===== config.mk =====
export PLATFORM = sky130hd
export DESIGN_NAME = scsi_dma_csr
export DESIGN_NICKNAME = d
export VERILOG_FILES = /design/src/rtl/scsi_dma_csr_pkg.sv /design/src/rtl/scsi_dma_csr_decode.sv /design/src/rtl/scsi_dma_csr_regs.sv /design/src/rtl/scsi_dma_csr_status.sv /design/src/rtl/scsi_dma_csr_chip.sv /design/src/rtl/scsi_dma_csr.sv
export SDC_FILE = /design/constraint.sdc
export NUM_CORES = 1
export LEC_CHECK = 0
export BUFFER_PORTS_ARGS = -buffer_cell sky130_fd_sc_hd__buf_2
export CORE_UTILIZATION = 32
export DETAILED_ROUTE_END_ITERATION = 7
export PLACE_DENSITY = 0.6
export SYNTH_ARGS = -nofsm -noshare
export SYNTH_HDL_FRONTEND = slang
export SYNTH_SLANG_ARGS = --single-unit
export TNS_END_PERCENT = 1

===== constraint.sdc =====
create_clock -name clk -period 1.9 [get_ports clk]
set_input_delay 0.095 -clock clk [delete_from_list [all_inputs] [get_ports clk]]
set_output_delay 0.095 -clock clk [all_outputs]
set_load 0.005 [all_outputs]

===== src/rtl/scsi_dma_csr_pkg.sv =====
package scsi_dma_csr_pkg;

    localparam int HALF_W  = 16;
    localparam int WIDE_W  = 2 * HALF_W;
    localparam int CHIP_DW = 8;
    localparam int CTRL_W  = 5;
    localparam int STAT_W  = 4;

    // Three split wide registers, numbered in pair order.
    localparam int PAIRS      = 3;
    localparam int PAIR_DADDR = 0;
    localparam int PAIR_DCNT  = 1;
    localparam int PAIR_FCNT  = 2;

    typedef enum logic [3:0] {
        AREG_CTRL     = 4'd0,
        AREG_DADDR_HI = 4'd1,
        AREG_DADDR_LO = 4'd2,
        AREG_DCNT_HI  = 4'd3,
        AREG_DCNT_LO  = 4'd4,
        AREG_FCNT_HI  = 4'd5,
        AREG_FCNT_LO  = 4'd6,
        AREG_VECAM    = 4'd7
    } areg_e;

    // Writable control field, LSB first: fifo reset, scsi reset, irq enable,
    // dma enable, direction.
    typedef struct packed {
        logic dir_send;
        logic dma_en;
        logic irq_en;
        logic scsi_rst_n;
        logic fifo_rst_n;
    } ctrl_t;

    // Read-only status field at bits 11:8.
    typedef struct packed {
        logic bus_err;
        logic conflict;
        logic dma_pend;
        logic chip_pend;
    } stat_t;

    typedef enum logic [1:0] {
        ACC_NONE,
        ACC_CHIP,
        ACC_ADAPTER
    } acc_e;

    function automatic logic [HALF_W-1:0] csr_word(input ctrl_t c, input stat_t s);
        return {4'b0000, s, 3'b000, c};
    endfunction

    function automatic ctrl_t ctrl_from_word(input logic [HALF_W-1:0] w);
        return ctrl_t'(w[CTRL_W-1:0]);
    endfunction

    function automatic int unsigned hi_index(input int unsigned pair);
        return 1 + 2 * pair;
    endfunction

    function automatic int unsigned lo_index(input int unsigned pair);
        return 2 + 2 * pair;
    endfunction

endpackage


===== src/rtl/scsi_dma_csr_decode.sv =====
module scsi_dma_csr_decode
    import scsi_dma_csr_pkg::*;
#(
    parameter int ADDR_W  = 10,
    parameter int CHIP_AW = 3,
    parameter int REG_IW  = 4
) (
    input  logic [ADDR_W-1:0]  addr,
    output acc_e               kind,
    output logic [CHIP_AW-1:0] chip_idx,
    output logic [REG_IW-1:0]  reg_idx
);
    // Controller window sits at the bottom, adapter bank in the upper half.
    localparam int WIN_TOP = ADDR_W - 1;

    always_comb begin
        chip_idx = addr[CHIP_AW-1:0];
        reg_idx  = addr[REG_IW-1:0];
        if (addr[WIN_TOP:CHIP_AW] == '0) begin
            kind = ACC_CHIP;
        end else if (addr[WIN_TOP] && (addr[WIN_TOP-1:REG_IW] == '0)) begin
            kind = ACC_ADAPTER;
        end else begin
            kind = ACC_NONE;
        end
    end
endmodule


===== src/rtl/scsi_dma_csr_regs.sv =====
module scsi_dma_csr_regs
    import scsi_dma_csr_pkg::*;
#(
    parameter int REG_IW = 4
) (
    input  logic                          clk,
    input  logic                          rst,
    input  logic                          wr_en,
    input  logic [REG_IW-1:0]             idx,
    input  logic [HALF_W-1:0]             wdata,
    output ctrl_t                         ctrl,
    output logic [PAIRS-1:0][WIDE_W-1:0]  wide,
    output logic [HALF_W-1:0]             vec_am
);
    localparam logic [REG_IW-1:0] CTRL_IDX  = REG_IW'(AREG_CTRL);
    localparam logic [REG_IW-1:0] VECAM_IDX = REG_IW'(AREG_VECAM);
    localparam logic [REG_IW-1:0] FHI_IDX   = REG_IW'(hi_index(PAIR_FCNT));
    localparam logic [REG_IW-1:0] FLO_IDX   = REG_IW'(lo_index(PAIR_FCNT));

    logic fcnt_wr;
    assign fcnt_wr = wr_en && ((idx == FHI_IDX) || (idx == FLO_IDX));

    always_ff @(posedge clk) begin
        if (rst) begin
            ctrl <= '0;
        end else if (wr_en && (idx == CTRL_IDX)) begin
            ctrl <= ctrl_from_word(wdata);
        end
    end

    always_ff @(posedge clk) begin
        if (rst) begin
            vec_am <= '0;
        end else if (wr_en && (idx == VECAM_IDX)) begin
            vec_am <= wdata;
        end
    end

    for (genvar p = 0; p < PAIRS; p++) begin : g_pair
        localparam logic [REG_IW-1:0] HI_IDX = REG_IW'(hi_index(p));
        localparam logic [REG_IW-1:0] LO_IDX = REG_IW'(lo_index(p));
        localparam bit CLEARED_BY_FCNT = (p == PAIR_DCNT);

        logic [WIDE_W-1:0] val_q;

        always_ff @(posedge clk) begin
            if (rst) begin
                val_q <= '0;
            end else if (wr_en && (idx == HI_IDX)) begin
                val_q[WIDE_W-1:HALF_W] <= wdata;
            end else if (wr_en && (idx == LO_IDX)) begin
                val_q[HALF_W-1:0] <= wdata;
            end else if (CLEARED_BY_FCNT && fcnt_wr) begin
                val_q <= '0;
            end
        end

        assign wide[p] = val_q;
    end

    // any FIFO count write leaves the DMA count at zero
    assert_fcnt_clears_dcnt_R4: assert property (
        @(posedge clk) disable iff (rst)
        fcnt_wr |=> (wide[PAIR_DCNT] == '0)
    );

    // control changes only through a control write
    assert_ctrl_only_by_write_R2: assert property (
        @(posedge clk) disable iff (rst)
        !(wr_en && (idx == CTRL_IDX)) |=> $stable(ctrl)
    );
endmodule


===== src/rtl/scsi_dma_csr_status.sv =====
module scsi_dma_csr_status
    import scsi_dma_csr_pkg::*;
(
    input  logic              clk,
    input  logic              rst,
    input  ctrl_t             ctrl,
    input  logic [WIDE_W-1:0] fifo_cnt,
    input  logic              fifo_not_empty,
    input  logic              chip_irq,
    input  logic              dma_done,
    input  logic              dma_conflict,
    input  logic              dma_buserr,
    output stat_t             stat,
    output logic              irq
);
    logic done_q, conf_q, berr_q;
    logic chip_quiet;

    // Sticky event flags, wiped and deaf while the FIFO reset is held.
    always_ff @(posedge clk) begin
        if (rst || !ctrl.fifo_rst_n) begin
            done_q <= 1'b0;
            conf_q <= 1'b0;
            berr_q <= 1'b0;
        end else begin
            done_q <= done_q | dma_done;
            conf_q <= conf_q | dma_conflict;
            berr_q <= berr_q | dma_buserr;
        end
    end

    assign chip_quiet = fifo_not_empty || (fifo_cnt != '0);

    always_comb begin
        stat.chip_pend = chip_irq && !chip_quiet;
        stat.dma_pend  = done_q || conf_q || berr_q;
        stat.conflict  = conf_q;
        stat.bus_err   = berr_q;
    end

    assign irq = ctrl.irq_en && (stat.dma_pend || (ctrl.dma_en && stat.chip_pend));

    // a held FIFO reset leaves every flag clear one cycle later
    assert_flags_clear_in_reset_R9: assert property (
        @(posedge clk) disable iff (rst)
        !ctrl.fifo_rst_n |=> (!conf_q && !berr_q && !done_q)
    );

    // an error flag is always reported as a DMA interrupt
    assert_err_implies_dma_pend_R8: assert property (
        @(posedge clk) disable iff (rst)
        (conf_q || berr_q) |-> stat.dma_pend
    );

    // buffered data masks the controller interrupt
    assert_fifo_masks_chip_R10: assert property (
        @(posedge clk) disable iff (rst)
        fifo_not_empty |-> !stat.chip_pend
    );

    // no host interrupt without the enable, no controller path without DMA
    assert_irq_needs_enable_R11: assert property (
        @(posedge clk) disable iff (rst)
        !ctrl.irq_en |-> !irq
    );

    assert_chip_path_needs_dma_R11: assert property (
        @(posedge clk) disable iff (rst)
        (irq && !stat.dma_pend) |-> (ctrl.dma_en && chip_irq)
    );
endmodule


===== src/rtl/scsi_dma_csr_chip.sv =====
module scsi_dma_csr_chip
    import scsi_dma_csr_pkg::*;
#(
    parameter int CHIP_AW = 3
) (
    input  logic               clk,
    input  logic               rst,
    input  logic               host_req,
    input  logic               host_we,
    input  logic               win_hit,
    input  logic               dma_en,
    input  logic [CHIP_AW-1:0] idx,
    input  logic [CHIP_DW-1:0] wdata,
    input  logic [CHIP_DW-1:0] chip_rdata,
    output logic               chip_sel,
    output logic               chip_we,
    output logic [CHIP_AW-1:0] chip_addr,
    output logic [CHIP_DW-1:0] chip_wdata,
    output logic [HALF_W-1:0]  rd_word
);
    logic granted;

    // Host reaches the controller only while the DMA engine is off.
    assign granted    = host_req && win_hit && !dma_en;
    assign chip_sel   = granted;
    assign chip_we    = granted && host_we;
    assign chip_addr  = idx;
    assign chip_wdata = wdata;
    assign rd_word    = granted ? {{(HALF_W-CHIP_DW){1'b0}}, chip_rdata} : '0;

    // no controller cycle while DMA is enabled
    assert_chip_blocked_R6: assert property (
        @(posedge clk) disable iff (rst)
        dma_en |-> (!chip_sel && !chip_we)
    );

    // a controller write strobe comes only with a select
    assert_we_with_sel_R5: assert property (
        @(posedge clk) disable iff (rst)
        chip_we |-> chip_sel
    );
endmodule


===== src/rtl/scsi_dma_csr.sv =====
module scsi_dma_csr
    import scsi_dma_csr_pkg::*;
#(
    parameter int ADDR_W  = 10,
    parameter int CHIP_AW = 3,
    parameter int REG_IW  = 4
) (
    input  logic               clk,
    input  logic               rst,
    input  logic               host_req,
    input  logic               host_we,
    input  logic [ADDR_W-1:0]  host_addr,
    input  logic [15:0]        host_wdata,
    output logic [15:0]        host_rdata,
    output logic               chip_sel,
    output logic               chip_we,
    output logic [CHIP_AW-1:0] chip_addr,
    output logic [7:0]         chip_wdata,
    input  logic [7:0]         chip_rdata,
    input  logic               chip_irq,
    input  logic               dma_done,
    input  logic               dma_conflict,
    input  logic               dma_buserr,
    input  logic               fifo_not_empty,
    output logic               fifo_rst_n,
    output logic               scsi_rst_n,
    output logic               dma_en,
    output logic               dir_send,
    output logic [31:0]        dma_addr,
    output logic [31:0]        dma_count,
    output logic [31:0]        fifo_count,
    output logic [15:0]        vec_am,
    output logic               irq
);
    acc_e                        kind;
    logic [CHIP_AW-1:0]          chip_idx;
    logic [REG_IW-1:0]           reg_idx;
    ctrl_t                       ctrl;
    stat_t                       stat;
    logic [PAIRS-1:0][WIDE_W-1:0] wide;
    logic [HALF_W-1:0]           chip_word;
    logic [HALF_W-1:0]           reg_word;
    logic                        reg_wr;

    scsi_dma_csr_decode #(
        .ADDR_W (ADDR_W),
        .CHIP_AW(CHIP_AW),
        .REG_IW (REG_IW)
    ) u_decode (
        .addr    (host_addr),
        .kind    (kind),
        .chip_idx(chip_idx),
        .reg_idx (reg_idx)
    );

    assign reg_wr = host_req && host_we && (kind == ACC_ADAPTER);

    scsi_dma_csr_regs #(
        .REG_IW(REG_IW)
    ) u_regs (
        .clk   (clk),
        .rst   (rst),
        .wr_en (reg_wr),
        .idx   (reg_idx),
        .wdata (host_wdata),
        .ctrl  (ctrl),
        .wide  (wide),
        .vec_am(vec_am)
    );

    scsi_dma_csr_status u_status (
        .clk           (clk),
        .rst           (rst),
        .ctrl          (ctrl),
        .fifo_cnt      (wide[PAIR_FCNT]),
        .fifo_not_empty(fifo_not_empty),
        .chip_irq      (chip_irq),
        .dma_done      (dma_done),
        .dma_conflict  (dma_conflict),
        .dma_buserr    (dma_buserr),
        .stat          (stat),
        .irq           (irq)
    );

    scsi_dma_csr_chip #(
        .CHIP_AW(CHIP_AW)
    ) u_chip (
        .clk       (clk),
        .rst       (rst),
        .host_req  (host_req),
        .host_we   (host_we),
        .win_hit   (kind == ACC_CHIP),
        .dma_en    (ctrl.dma_en),
        .idx       (chip_idx),
        .wdata     (host_wdata[CHIP_DW-1:0]),
        .chip_rdata(chip_rdata),
        .chip_sel  (chip_sel),
        .chip_we   (chip_we),
        .chip_addr (chip_addr),
        .chip_wdata(chip_wdata),
        .rd_word   (chip_word)
    );

    always_comb begin
        case (areg_e'(reg_idx))
            AREG_CTRL:     reg_word = csr_word(ctrl, stat);
            AREG_DADDR_HI: reg_word = wide[PAIR_DADDR][WIDE_W-1:HALF_W];
            AREG_DADDR_LO: reg_word = wide[PAIR_DADDR][HALF_W-1:0];
            AREG_DCNT_HI:  reg_word = wide[PAIR_DCNT][WIDE_W-1:HALF_W];
            AREG_DCNT_LO:  reg_word = wide[PAIR_DCNT][HALF_W-1:0];
            AREG_FCNT_HI:  reg_word = wide[PAIR_FCNT][WIDE_W-1:HALF_W];
            AREG_FCNT_LO:  reg_word = wide[PAIR_FCNT][HALF_W-1:0];
            AREG_VECAM:    reg_word = vec_am;
            default:       reg_word = '0;
        endcase
    end

    always_comb begin
        case (kind)
            ACC_CHIP:    host_rdata = chip_word;
            ACC_ADAPTER: host_rdata = reg_word;
            default:     host_rdata = '0;
        endcase
    end

    assign fifo_rst_n = ctrl.fifo_rst_n;
    assign scsi_rst_n = ctrl.scsi_rst_n;
    assign dma_en     = ctrl.dma_en;
    assign dir_send   = ctrl.dir_send;
    assign dma_addr   = wide[PAIR_DADDR];
    assign dma_count  = wide[PAIR_DCNT];
    assign fifo_count = wide[PAIR_FCNT];

    // reset drives every reset line active and the interrupt low
    assert_reset_state_R1: assert property (
        @(posedge clk)
        rst |=> (!fifo_rst_n && !scsi_rst_n && !dma_en && !irq)
    );
endmodule


==> results.py <==
metrics = {
    "outcome": {
        "status": "finished, violations left",
        "violations": "negative setup slack",
    },
    "grt": {
        "grt_pass1_vias": 5266,
        "grt_pass1_wl_um": 32900,
        "overflow": 0,
        "grt_max_degree": 55,
        "antenna_found_initial": 0,
        "track_usage_pct": 24.8,
    },
    "routing": {
        "drc": 0,
        "drt-vias-per-instance": 5.39,
        "final_antenna_net_count": 0,
        "wl_um": 22200,
        "dr.first_iter.drc_count": 440,
        "wire_per_inst_um": 21.4,
        "vias": 5597,
        "firstDrtPassIters": 5,
    },
    "yosys": {
        "yosys_warnings": 0,
        "synth_area_leaders": "dfxtp_1 42%, mux2i_1 18%, nor2_1 6.4%",
        "netlist_area_um2": 5650,
        "yosysSeqAreaShare_pct": 42.5,
        "synth_edf_count": 0,
        "synth_common_cells": "120 x dfxtp_1, 101 x mux2i_1, 96 x nor2_1",
        "synth_area_leader_cell": "dfxtp_1",
        "synth_most_common_cell": "dfxtp_1",
        "ys_types": 53,
        "postSynth.asyncResetShare_pct": 0,
        "ys_ff_latch": 120,
        "synth_top_area_share_pct": 42.5,
        "syn_avg_cell_area_um2": 9.85,
        "synth_cells": 574,
        "syn-num-nets": 617,
        "ys.flop_type": "dfxtp_1",
    },
    "layout": {
        "layout.nets": 843,
        "final_layout_size_suffix_gt1_share_pct": 40.8,
        "antenna_cells": 0,
        "stdcell_count": 1038,
        "syn_to_final_growth_pct": 40.1,
    },
    "placed_design": {
        "globalplace.congestion": 0.875,
        "dp.cells": 997,
        "io_buffers": 188,
        "hpwl_um": 16300,
    },
    "sta": {
        "timing.fmax_mhz": 496,
        "fin_worst_skew_ns": 0.000248,
        "setup_viol": 11,
        "final.setup.worst_slack_ns": -0.116,
        "period_minus_slack_ns": 2.02,
        "tightest_slew_ns": 0.455,
        "maxSlewHeadroom_pct": 69.7,
        "rsz0062_at_grt": "true",
        "final-hold-violation-count": 0,
        "period_share_pct": 106,
        "maxSlewViolCount": 0,
        "tns_ns": -0.456,
    },
    "power": {
        "power_density_nw_per_um2": 768,
        "max-vdd-ir-drop_mv": 0.652,
        "p_leak_nw": 3.90,
    },
    "cts": {
        "cts_tree": "done",
        "path_clk_slew_ns": 0.06,
        "cts_max_path_buffers": 2,
        "cts.sinks": 120,
        "cts_made_buffers": 17,
        "htree_num_levels": 4,
        "cts-root-buf": "clkbuf_16",
        "clk_latency_ns": 0.42,
    },
    "die": {
        "io_pins": 189,
        "core_area_um2": 17300,
        "die_x_um": 135,
        "dieArea_um2": 18200,
        "core.rowCount": 48,
        "die_h_um": 135,
        "initial_core_util_pct": 32.7,
    },
    "worst_setup_path": {
        "startpoint_type": "register",
        "cp_max_fo": 3,
        "path_common_cell": "buf_4",
        "crit_slowest_cell": "dfxtp_1",
        "cp-end-kind": "output port",
        "cp.required_ns": 1.80,
        "critPathMaxStageDelay_ns": 0.32,
        "crit_type": "register to output port",
        "critPathArrivalTime_ns": 1.92,
        "crit_buf_inv": 3,
        "crit_chain": "buf_4 > mux2_2 > a32o_1 > a221oi_2 > o21ai_1 > buf_4 > buf_2",
        "crit_family": "compound AO/OA/AOI/OAI gates",
    },
    "run": {
        "cap_violations": 0,
    },
    "worst_hold_path": {
        "hold_path_class": "input pin to register",
    },
}
## where the power goes
group | internal [mW] | switching, mW | leakage (nW) | total (mW)
Combinational | 0.157 | 0.261 | 2.66 | 0.418
Clock | 1.95 | 1.20 | 0.278 | 3.14
Sequential | 2.52 | 0.000516 | 0.970 | 2.52
## state kept, by name, summed over array words and instances, names as in the netlist
name and flops:
u_status.done_q 1, u_status.berr_q 1, u_regs.vec_am 16, u_regs.ctrl 5, u_status.conf_q 1, u_regs.g_pair.val_q 96
## stage by stage
step | cell area [µm²] | hold slack (ns) | worst slack, ns | utilization [%] | power [mW]
6_report | 7920 | 0.0257 | -0.116 | 45.8 | 6.08
5_1_grt | 7920 | 0.0150 | -0.206 | 45.8 | 6.25
4_1_cts | 7880 | 0.00726 | -0.168 | 45.6 | 6.10
3_5_place_dp | 7120 | 0.308 | 0.0492 | 41.2 | 2.96
3_3_place_gp | 7120 | 0.301 | 0.108 | 41.2 | 2.96
2_1_floorplan | 5650 | 0.211 | 0.0566 | - | 2.75
## cell families after synthesis
group           share of synthesized area (%)
buf+inv                                  5.27
mux                                      22.1
flops                                    42.5
simple gates                             17.2
compound gates                           12.9
## final timing paths
check | start | end | slack, ns | cells past startpoint
max | u_regs.g_pair[2].val_q[7] | host_rdata[7] | -0.12 | 7
min | host_wdata[11] | u_regs.g_pair[1].val_q[27] | 0.03 | 2
max reg2reg | u_regs.g_pair[2].val_q[26] | u_regs.g_pair[2].val_q[26] | 1.08 | 3
min reg2reg | u_status.done_q | u_status.done_q | 0.50 | 2
## cell usage in the layout (no fill, tap or decap), types with 5 or more instances in the layout
| cell | n |
|---|---|
| a21oi_1 | 8 |
| a22o_1 | 39 |
| a22oi_1 | 6 |
| buf_2 | 187 |
| buf_4 | 60 |
| clkbuf_16 | 17 |
| clkinv_2 | 6 |
| dfxtp_1 | 112 |
| dfxtp_2 | 8 |
| dlygate4sd3_1 | 8 |
| mux2_2 | 7 |
| mux2i_1 | 101 |
| mux4_2 | 7 |
| nand2_1 | 13 |
| nand2b_1 | 11 |
| nand3_1 | 11 |
| nand3b_1 | 6 |
| nand4_1 | 5 |
| nor2_1 | 96 |
| nor2b_1 | 8 |
| nor4_2 | 7 |
| o21ai_0 | 5 |
| o21ai_1 | 5 |
| o2bb2ai_1 | 5 |
## what timing repair did
item	in CTS	in global routing
endpoints found under the hold margin	12	0
pin swaps	12	4
buffers inserted	1	0
resized for setup	25	11
hold buffers	8	0
setup endpoints to repair	13	14
## routing by layer
metal / vias to the layer above / part of all wire [%] / track usage, %
met4: 0 / 2.6 / 10.4
met2: 278 / 45 / 37.3
met3: 38 / 8.8 / 7.06
met1: 2726 / 44 / 33.1
li1: 2555 / - / -
met5: - / 0 / 0
## cell type report
| class | instances | area [µm²] |
|---|---|---|
| clock buffer | 19 | 443 |
| inverter | 4 | 15.0 |
| timing repair buffer | 261 | 1570 |
| tap | 225 | 282 |
| fill | 1715 | 9380 |
| clock inverter | 13 | 130 |
| sequential | 120 | 2410 |
| multi-input combinational | 396 | 3070 |
(Power assumes the default switching activity.)
